[config.mk]
export PLATFORM = sky130hd
export DESIGN_NAME = los_qualifier
export DESIGN_NICKNAME = d
export VERILOG_FILES = /design/src/rtl/los_pkg.sv /design/src/rtl/los_sync.sv /design/src/rtl/los_persist.sv /design/src/rtl/los_out_stage.sv /design/src/rtl/los_qualifier.sv
export SDC_FILE = /design/constraint.sdc
export NUM_CORES = 1
export LEC_CHECK = 0
export CORE_AREA = 8 8 45 47
export CTS_BUF_LIST = sky130_fd_sc_hd__clkbuf_2
export CTS_CLUSTER_SIZE = 20
export DETAILED_ROUTE_END_ITERATION = 16
export DIE_AREA = 0 0 53 55
export PLACE_DENSITY = 0.72
export SYNTH_ARGS = -nofsm -noshare
export SYNTH_HDL_FRONTEND = slang
export SYNTH_SLANG_ARGS = --single-unit
[constraint.sdc]
create_clock -name clk_i -period 1.7 [get_ports clk_i]
set_clock_uncertainty 0.2 [all_clocks]
set_input_delay 0.425 -clock clk_i [delete_from_list [all_inputs] [get_ports clk_i]]
set_output_delay 0.425 -clock clk_i [all_outputs]
set_load 0.05 [all_outputs]
[src/rtl/los_pkg.sv]
package los_pkg;
  localparam int unsigned LOS_WINDOW_MIN = 96;
  localparam int unsigned LOS_WINDOW_MAX = 224;
  typedef enum logic {
    LINK_UP   = 1'b0,
    LINK_LOST = 1'b1
  } link_state_e;
endpackage

[src/rtl/los_sync.sv]
module los_sync #(
  parameter int unsigned N      = 2,
  parameter int unsigned STAGES = 2
) (
  input  logic         clk_i,
  input  logic         rst_ni,
  input  logic [N-1:0] d_i,
  output logic [N-1:0] q_o
);
  logic [STAGES-1:0][N-1:0] stg_q;

  for (genvar s = 0; s < STAGES; s++) begin : g_stage
    if (s == 0) begin : g_first
      always_ff @(posedge clk_i or negedge rst_ni)
        if (!rst_ni) stg_q[s] <= '0;
        else         stg_q[s] <= d_i;
    end else begin : g_next
      always_ff @(posedge clk_i or negedge rst_ni)
        if (!rst_ni) stg_q[s] <= '0;
        else         stg_q[s] <= stg_q[s-1];
    end
  end

  assign q_o = stg_q[STAGES-1];
endmodule

[src/rtl/los_persist.sv]
module los_persist
  import los_pkg::*;
#(
  parameter int unsigned LOS_WINDOW  = 160,
  parameter int unsigned RECOVER_LEN = 16,
  localparam int unsigned CNT_MAX    = (LOS_WINDOW > RECOVER_LEN) ? LOS_WINDOW : RECOVER_LEN,
  localparam int unsigned CNT_W      = $clog2(CNT_MAX + 1)
) (
  input  logic             clk_i,
  input  logic             rst_ni,
  input  logic             raw_i,
  output logic             lost_o,
  output logic [CNT_W-1:0] cnt_o
);
  localparam logic [CNT_W-1:0] WIN_LAST = CNT_W'(LOS_WINDOW - 1);
  localparam logic [CNT_W-1:0] REC_LAST = CNT_W'(RECOVER_LEN - 1);

  link_state_e     state_q;
  logic [CNT_W-1:0] cnt_q;

  always_ff @(posedge clk_i or negedge rst_ni) begin
    if (!rst_ni) begin
      state_q <= LINK_UP;
      cnt_q   <= '0;
    end else begin
      unique case (state_q)
        LINK_UP: begin
          if (!raw_i)                cnt_q <= '0;
          else if (cnt_q == WIN_LAST) begin
            state_q <= LINK_LOST;
            cnt_q   <= '0;
          end else                   cnt_q <= cnt_q + 1'b1;
        end
        LINK_LOST: begin
          if (raw_i)                 cnt_q <= '0;
          else if (cnt_q == REC_LAST) begin
            state_q <= LINK_UP;
            cnt_q   <= '0;
          end else                   cnt_q <= cnt_q + 1'b1;
        end
        default: begin
          state_q <= LINK_UP;
          cnt_q   <= '0;
        end
      endcase
    end
  end

  assign lost_o = (state_q == LINK_LOST);
  assign cnt_o  = cnt_q;
endmodule

[src/rtl/los_out_stage.sv]
module los_out_stage (
  input  logic lost_i,
  input  logic data_i,
  output logic data_o,
  output logic ref_sel_o,
  output logic lock_no
);
  assign data_o    = data_i & ~lost_i;
  assign ref_sel_o = lost_i;
  assign lock_no   = ~lost_i;
endmodule

[src/rtl/los_qualifier.sv]
module los_qualifier
  import los_pkg::*;
#(
  parameter int unsigned LOS_WINDOW  = 160,
  parameter int unsigned RECOVER_LEN = 16,
  parameter int unsigned SYNC_STAGES = 2,
  localparam int unsigned CNT_MAX    = (LOS_WINDOW > RECOVER_LEN) ? LOS_WINDOW : RECOVER_LEN,
  localparam int unsigned CNT_W      = $clog2(CNT_MAX + 1)
) (
  input  logic clk_i,
  input  logic rst_ni,
  input  logic mode_optical_i,
  input  logic los_elec_i,
  input  logic los_opt_ni,
  input  logic data_i,
  output logic data_o,
  output logic ref_sel_o,
  output logic lock_no
);
  if (LOS_WINDOW < LOS_WINDOW_MIN || LOS_WINDOW > LOS_WINDOW_MAX) begin : g_bad_window
    $error("LOS_WINDOW out of range");
  end

  logic [1:0]       raw_s;
  logic             sel_s;
  logic             lost;
  logic [CNT_W-1:0] cnt;

  // bit 1: optical (converted to active high), bit 0: electrical
  los_sync #(.N(2), .STAGES(SYNC_STAGES)) u_sync (
    .clk_i (clk_i),
    .rst_ni(rst_ni),
    .d_i   ({~los_opt_ni, los_elec_i}),
    .q_o   (raw_s)
  );

  assign sel_s = mode_optical_i ? raw_s[1] : raw_s[0];

  los_persist #(.LOS_WINDOW(LOS_WINDOW), .RECOVER_LEN(RECOVER_LEN)) u_persist (
    .clk_i (clk_i),
    .rst_ni(rst_ni),
    .raw_i (sel_s),
    .lost_o(lost),
    .cnt_o (cnt)
  );

  los_out_stage u_out (
    .lost_i   (lost),
    .data_i   (data_i),
    .data_o   (data_o),
    .ref_sel_o(ref_sel_o),
    .lock_no  (lock_no)
  );
endmodule

# After elaboration in Yosys (flattened, before gate mapping)
# Index checks and enable logic that the tools add are counted.
# totals
in_bits	6
out_inout_bits	3
reg_bits	13
wordCells	21
ram_bits	0
rom_bits	0
latchBits	0
memories	0
# classes
bitwise_logic	3
shift	0
n_reduce_logical	0
div	0
n_eq_ne	2
multipliers	0
mux	11
magnitude_cmp	0
addsub	1
# op_table
cell	count
2-to-1 mux 8 bit	4
case mux 8 bit (2 select lines)	1
adder 8 x 1 -> 8 bit (second input constant)	1
== test 8 x 4 -> 1 bit (second input constant)	1
== test 8 bit (second input constant)	1
2-to-1 mux 1 bit	5
inverter 1 bit	2
case mux 1 bit (2 select lines)	1
AND 1 bit	1

# Longest topological paths before layout
# Gate-level depths: netlist of run 1.
# depth
depth_word	4
mapped_depth	4

# Cells and area by module
# A second synthesis of run 1 with hierarchy kept.
# hier_totals
cells_unflattened	59
area_unflattened_um2	668.1
# modules_own_cells
mod	cells_per_inst	instances	area_per_inst_um2	seq_area_each_um2
los_persist	48	1	516.7	225.2
los_sync	6	1	115.1	100.1
los_qualifier	2	1	18.8	0.0
los_out_stage	3	1	17.5	0.0

# Least setup slack after synthesis of run 1
# OpenSTA, ideal clock, no wires.
# synth_path
kind	reg-to-output
start	reg u_persist.state_q, in the netlist u_persist.lost_o
end	out data_o
path_stages_with_launch	2
arrival_time_ps	1412
path_buffers	0
slack_ps	-337
required_ps	1075
cell_sequence	dfrtp_1 nor2b_1
# synth_via
elab_chain_len	2
# synth_lines
item	line	source
start: declaration	los_persist.sv:18	link_state_e state_q;
start signal: assignment	los_persist.sv:23	state_q <= LINK_UP;
start signal: assignment	los_persist.sv:30	state_q <= LINK_LOST;
start signal: assignment	los_persist.sv:37	state_q <= LINK_UP;
inverter 1 bit	los_out_stage.sv:8	assign data_o = data_i & ~lost_i;
AND 1 bit	los_out_stage.sv:8	
end: declaration	los_qualifier.sv:16	output logic data_o,
# Every way passes these cells.

# Final worst setup path of run 1
# layout_path
start	reg u_persist.cnt_q[6], in the netlist u_persist.cnt_o[6]
end	reg u_persist.cnt_q[5], in the netlist u_persist.cnt_o[5]
# layout_via
elab_chain_len	4
elab_cells_between_ends	7
# layout_lines
item	line	source
start: declaration	los_persist.sv:19	logic [CNT_W-1:0] cnt_q;
start signal: assignment	los_persist.sv:32	end else cnt_q <= cnt_q + 1'b1;
start signal: assignment	los_persist.sv:39	end else cnt_q <= cnt_q + 1'b1;
== test 8 x 4 -> 1 bit / == test 8 bit (equally long branches)	los_persist.sv:36, los_persist.sv:29	
2-to-1 mux 8 bit (on tied branches)	los_persist.sv:36, los_persist.sv:29	
2-to-1 mux 8 bit (on tied branches)	los_persist.sv:35, los_persist.sv:28	
case mux 8 bit (2 select lines) (*)	los_persist.sv:26	unique case (state_q)
# Mark *: on every way between the ends. The rest lies on a longest branch, timed or not.

==> flow_summary.json, run 1 <==
{
  "hold_viol": 0,
  "status": "complete, but fails checks",
  "setup_viol": 3,
  "clkSinkCount": 13,
  "critPathMaxStageDelay_ns": 0.56,
  "netlist_instances": 55,
  "required_ns": 1.65,
  "firstDrtPassIters": 4,
  "start_util_pct": 44.3,
  "synth-edff-count": 0,
  "core_area_um2": 1380,
  "start_kind": "flip-flop",
  "ff_latch_area_um2": 328,
  "root_buffer": "clkbuf_2",
  "drcViolationCount": 0,
  "synthesis.nets": 62,
  "hold-worst-slack_ns": 0.167,
  "endpoint_kind": "flip-flop",
  "routedWlPerCell_um": 14.7,
  "tritoncts": "built",
  "synth_warnings": 0,
  "crit_chain": "or4_4, o211ai_4, a22oi_2",
  "crit_arrival_ns": 1.67,
  "tightest_slew_ns": 0.278,
  "die_area_um2": 2920,
  "path_clk_slew_ns": 0.12,
  "async_flop_share_pct": 100,
  "finalCritPeriodShare_pct": 101,
  "cts_max_path_buffers": 2,
  "place_area_um2": 822,
  "numCtsBuffers": 3,
  "synthFlopType": "dfrtp_1",
  "multi_input_area_um2": 305,
  "antenna_left": 0,
  "fmax_mhz": 581,
  "antenna_found_initial": 0,
  "chipHeight_um": 55,
  "yosysTopAreaCell": "dfrtp_1",
  "drv_cap": 0,
  "grt_overflow": 0,
  "ys_top_cells_by_area": "dfrtp_1 53%, nand3_1 4.1%, a22oi_1 3.7%",
  "seq_area_frac_synth_pct": 53.1,
  "avgViaCountPerCell": 5.27,
  "areaGrowthSynthToFinish_pct": 52.9,
  "cp_slowest_cell": "or4_4",
  "postCtsHoldBufs": 0,
  "hold_path.class": "reg -> reg",
  "p_leak_nw": 0.407,
  "setup_ws_ns": -0.0211,
  "num_vias": 527,
  "nets": 92,
  "synth.distinct_cells": 26,
  "fp.dieW_um": 53,
  "port_buffers": 8,
  "min_period_ns": 1.72,
  "place_congestion": 0.838,
  "fill_cells": 103,
  "synth.avg_cell_area_um2": 11.1,
  "violations": "negative setup slack",
  "ys_ff_latch": 13,
  "finalPower_uw": 573,
  "crit_type": "reg -> reg",
  "yosys-top-cells-count": "13 x dfrtp_1, 5 x nand3_1, 4 x a21oi_1, 4 x inv_1",
  "utilization_pct": 67.7,
  "cts_htree_levels": 1,
  "p_per_area_nw_per_um2": 611,
  "grt_max_degree": 14,
  "setup-tns-final_ns": -0.0288,
  "yosys.area.top_type_share_pct": 53.1,
  "slew_headroom_pct": 81.3,
  "io_pins": 9,
  "drive_gt1_share_pct": 46.4,
  "drtIter0Drc": 7,
  "wirelength_um": 1470,
  "dp_hpwl_um": 949,
  "insertedDiodeCount": 0,
  "ir_drop_mv": 0.533,
  "syn-cell-area_um2": 613,
  "stdcell_area_um2": 937,
  "slew_viol_final": 0,
  "grt_pass1_vias": 559,
  "placementRows": 14,
  "yosysMostFrequentCell": "dfrtp_1",
  "rsz0062_at_grt": "true",
  "clock_latency_ns": 0.27,
  "grt_util_all_layers_pct": 10.1,
  "cp_max_fo": 6,
  "grt_pass1_wl_um": 2120
}
-- kinds of logic after synthesis --
group | after synthesis | synth area share, %
AND/OR/NAND/NOR | 18 | 17.8
AO/OA/AOI/OAI | 15 | 18.8
flip-flops | 13 | 53.1
buffers and inverters | 4 | 2.45
XOR/XNOR | 3 | 4.29
multiplexers | 1 | 1.63
adder cells (fa/ha/maj) | 1 | 2.04
-- layer usage --
metal / track usage, % / wire [um] / vias to the layer above
met5: 0 / 0 / -
met1: 9.76 / 565 / 251
met2: 16.8 / 796 / 11
li1: - / - / 261
met4: 9.05 / 29 / 0
met3: 3.48 / 77 / 4
-- path summary, 6_finish.rpt --
kind,depth (start not counted),slack [ns],end,from
worst min-delay path,0,0.17,u_sync.q_o[0]$_DFF_PN0_,u_sync.stg_q[0]$_DFF_PN0_
max in group asynchronous,2,0.89,u_persist.lost_o$_DFF_PN0_,rst_ni
worst max register to register,3,-0.02,u_persist.cnt_o[5]$_DFF_PN0_,u_persist.cnt_o[6]$_DFF_PN0_
worst min register to register,0,0.17,u_sync.q_o[0]$_DFF_PN0_,u_sync.stg_q[0]$_DFF_PN0_
worst max-delay path,3,-0.02,u_persist.cnt_o[5]$_DFF_PN0_,u_persist.cnt_o[6]$_DFF_PN0_
min in group asynchronous,2,0.24,u_persist.cnt_o[4]$_DFF_PN0_,rst_ni
-- placed cells by master, fill, tap and decap left out, types with 2 or more instances in the layout --
master,instances
inv_1,3
o21ai_0,3
buf_4,16
dfrtp_1,11
a21oi_1,3
or3_1,2
nand2_1,2
clkbuf_2,3
a22oi_2,3
xnor2_1,2
clkdlybuf4s50_1,4
buf_12,4
dfrtp_2,2
nand3_1,5
-- report_power, final --
part / internal, mW / leakage (nW) / total (mW) / switching (mW)
logic: 0.0485 / 0.224 / 0.0891 / 0.0406
clock network: 0.0532 / 0.0164 / 0.151 / 0.0981
registers: 0.323 / 0.166 / 0.333 / 0.00981
-- state kept, by name, summed over array words and instances (netlist names) --
name	count
u_persist.cnt_o	8
u_sync.q_o	2
u_sync.stg_q	2
u_persist.lost_o	1
-- through the flow --
stage	setup slack (ns)	cells
after detailed placement	-0.243	89
final	-0.0211	100
after CTS	0.00738	95
after global routing	-0.0490	100
after global placement	-0.201	89
after floorplan	0.0344	55
-- worst max-delay path: cells and delay by family (launching register included) --
family | cells | cell delay (ns)
compound gates | 2 | 0.43
flops | 1 | 0.41
simple gates | 1 | 0.56
-- what timing repair did --
action / 4_1_cts / 5_1_grt
setup buffers: 2 / 5
pin swaps: 0 / 7
gates resized for setup: 2 / 8
gates cloned: 0 / 0
endpoints found under the setup margin: 2 / 8
endpoints found under the hold margin: 0 / 0
-- final cells by class --
| cell class | count | share of cell area [%] |
|---|---|---|
| clock buffer | 3 | 1.60 |
| clock inverter | 1 | 0.534 |
| inverter | 4 | 1.60 |
| multi-input combinational | 38 | 32.6 |
| sequential | 13 | 35.0 |
| tap | 16 | 2.14 |
| timing repair buffer | 25 | 26.6 |
Note: power is estimated with default switching activity, not from simulation.
==> run 2, diff against run 1 <==
--- a/config.mk
+++ b/config.mk
@@ -5,12 +5,13 @@
 export SDC_FILE = /design/constraint.sdc
 export NUM_CORES = 1
 export LEC_CHECK = 0
-export CORE_AREA = 8 8 45 47
+export CAP_MARGIN = 5
+export CORE_MARGIN = 8
+export CORE_UTILIZATION = 45
 export CTS_BUF_LIST = sky130_fd_sc_hd__clkbuf_2
 export CTS_CLUSTER_SIZE = 20
 export DETAILED_ROUTE_END_ITERATION = 16
-export DIE_AREA = 0 0 53 55
-export PLACE_DENSITY = 0.72
+export PLACE_DENSITY = 0.71
 export SYNTH_ARGS = -nofsm -noshare
 export SYNTH_HDL_FRONTEND = slang
 export SYNTH_SLANG_ARGS = --single-unit
==> run 2 against run 1 <==
Compared with the run above: the flow now finishes without violations; routed wire length is 8.0% lower; first-iteration DRC count is 86% higher; sequential share of layout area is 2.8 points higher; core utilization is 0.15 points lower; worst hold slack hardly changed; register-to-register slack better by 0.04 ns; setup slack better by 0.040 ns; sequential power hardly changed; global-route usage is 0.56 points higher; cell count is 6.0% lower; non-clock buffer count is 5 lower; cell area is 7.3% lower; highest routed layer unchanged.
==> flow_summary.json, run 2 (synthesis gave the netlist of run 1 again) <==
{
  "status": "finished, final reports clean",
  "dp_hpwl_um": 1000,
  "reg2reg_from": "u_persist.cnt_o[6]$_DFF_PN0_",
  "endpoint_kind": "flip-flop",
  "placementRows": 13,
  "grt_util_all_layers_pct": 10.6,
  "avgViaCountPerCell": 5.74,
  "clkSinkCount": 13,
  "setup-tns-final_ns": 0,
  "grt_pass1_wl_um": 2250,
  "hold_viol": 0,
  "path_clk_slew_ns": 0.13,
  "wirelength_um": 1350,
  "clock_latency_ns": 0.27,
  "drv_cap": 0,
  "io_pins": 9,
  "ir_drop_mv": 0.507,
  "place_area_um2": 821,
  "slew_headroom_pct": 83.9,
  "fill_cells": 94,
  "port_buffers": 8,
  "final_common_cell": "buf_4",
  "fmax_mhz": 595,
  "crit_type": "reg -> reg",
  "tritoncts": "built",
  "finalCritPeriodShare_pct": 98.9,
  "tightest_slew_ns": 0.241,
  "setup_viol": 0,
  "antenna_found_initial": 0,
  "largest_reg_flops": 8,
  "num_vias": 540,
  "crit_arrival_ns": 1.64,
  "p_per_area_nw_per_um2": 656,
  "layout_common_cells": "12 x buf_4, 11 x dfrtp_1, 5 x nand3_1",
  "grt_overflow": 0,
  "core_area_um2": 1280,
  "numCtsBuffers": 3,
  "drtIter0Drc": 13,
  "hold_start": "u_sync.stg_q[1]$_DFF_PN0_",
  "place_congestion": 0.858,
  "start_kind": "flip-flop",
  "hold_path.class": "reg -> reg",
  "p_leak_nw": 0.380,
  "multi_input_area_um2": 288,
  "drcViolationCount": 0,
  "die_area_um2": 2800,
  "ff_latch_area_um2": 328,
  "required_ns": 1.66,
  "rsz0062_at_grt": "true",
  "start_util_pct": 47.7,
  "grt_max_degree": 14,
  "routedWlPerCell_um": 14.4,
  "slew_viol_final": 0,
  "reg2reg_slack_ns": 0.02,
  "postCtsHoldBufs": 0,
  "stdcell_area_um2": 868,
  "nets": 87,
  "insertedDiodeCount": 0,
  "cp_max_fo": 6,
  "min_period_ns": 1.68,
  "finalPower_uw": 570,
  "fp.dieW_um": 52.9,
  "grt_pass1_vias": 584,
  "hold-worst-slack_ns": 0.167,
  "areaGrowthSynthToFinish_pct": 41.6,
  "chipHeight_um": 52.9,
  "cts_htree_levels": 1,
  "cts_max_path_buffers": 2,
  "cp-startpoint": "u_persist.cnt_o[6]$_DFF_PN0_",
  "drive_gt1_share_pct": 39.2,
  "root_buffer": "clkbuf_2",
  "firstDrtPassIters": 4,
  "antenna_left": 0
}
==> run 2: critical path: stages, from the launching register on <==
cell,delay (ns)
dfrtp_1,0.40
or4_4,0.56
o211ai_4,0.27
a22oi_1,0.13
==> run 2: final cells by class <==
| type | count | share of cell area, % |
|---|---|---|
| clock buffer | 3 | 1.73 |
| clock inverter | 1 | 0.576 |
| inverter | 4 | 1.73 |
| multi-input combinational | 38 | 33.1 |
| sequential | 13 | 37.8 |
| tap | 15 | 2.16 |
| timing repair buffer | 20 | 22.9 |
==> run 2: final timing paths <==
check,to,depth (start not counted)
worst min-delay path,u_sync.q_o[1]$_DFF_PN0_,0
min in group asynchronous,u_persist.cnt_o[1]$_DFF_PN0_,2
max in group asynchronous,u_persist.lost_o$_DFF_PN0_,2
worst min register to register,u_sync.q_o[1]$_DFF_PN0_,0
worst max-delay path,u_persist.cnt_o[6]$_DFF_PN0_,3
worst max register to register,u_persist.cnt_o[6]$_DFF_PN0_,3
==> run 2: power by group <==
part	internal, mW	switching [mW]
Clock	0.0532	0.103
Sequential	0.323	0.00965
Combinational	0.0446	0.0364
Total	0.421	0.149
==> run 2: layer usage <==
layer	wire, um	vias up	global-route usage, %
li1	-	252	-
met1	565	267	11.1
met2	678	14	18.0
met3	78	7	3.92
met4	28	0	5.60
met5	0	-	0
==> run 2: what timing repair did <==
| item | in CTS | in global routing |
|---|---|---|
| pin swaps | 0 | 1 |
| resized for setup | 4 | 2 |
| endpoints found under the hold margin | 0 | 0 |
| buffers inserted | 1 | 1 |
| gates cloned | 0 | 0 |
| endpoints found under the setup margin | 5 | 6 |
==> run 2: stage by stage <==
stage	cells	setup slack [ns]	util, %
floorplan	55	0.0344	-
global placement	88	-0.208	63.9
detailed placement	88	-0.212	63.9
CTS	93	0.000972	66.6
global route	94	-0.0468	67.6
finish	94	0.0184	67.6
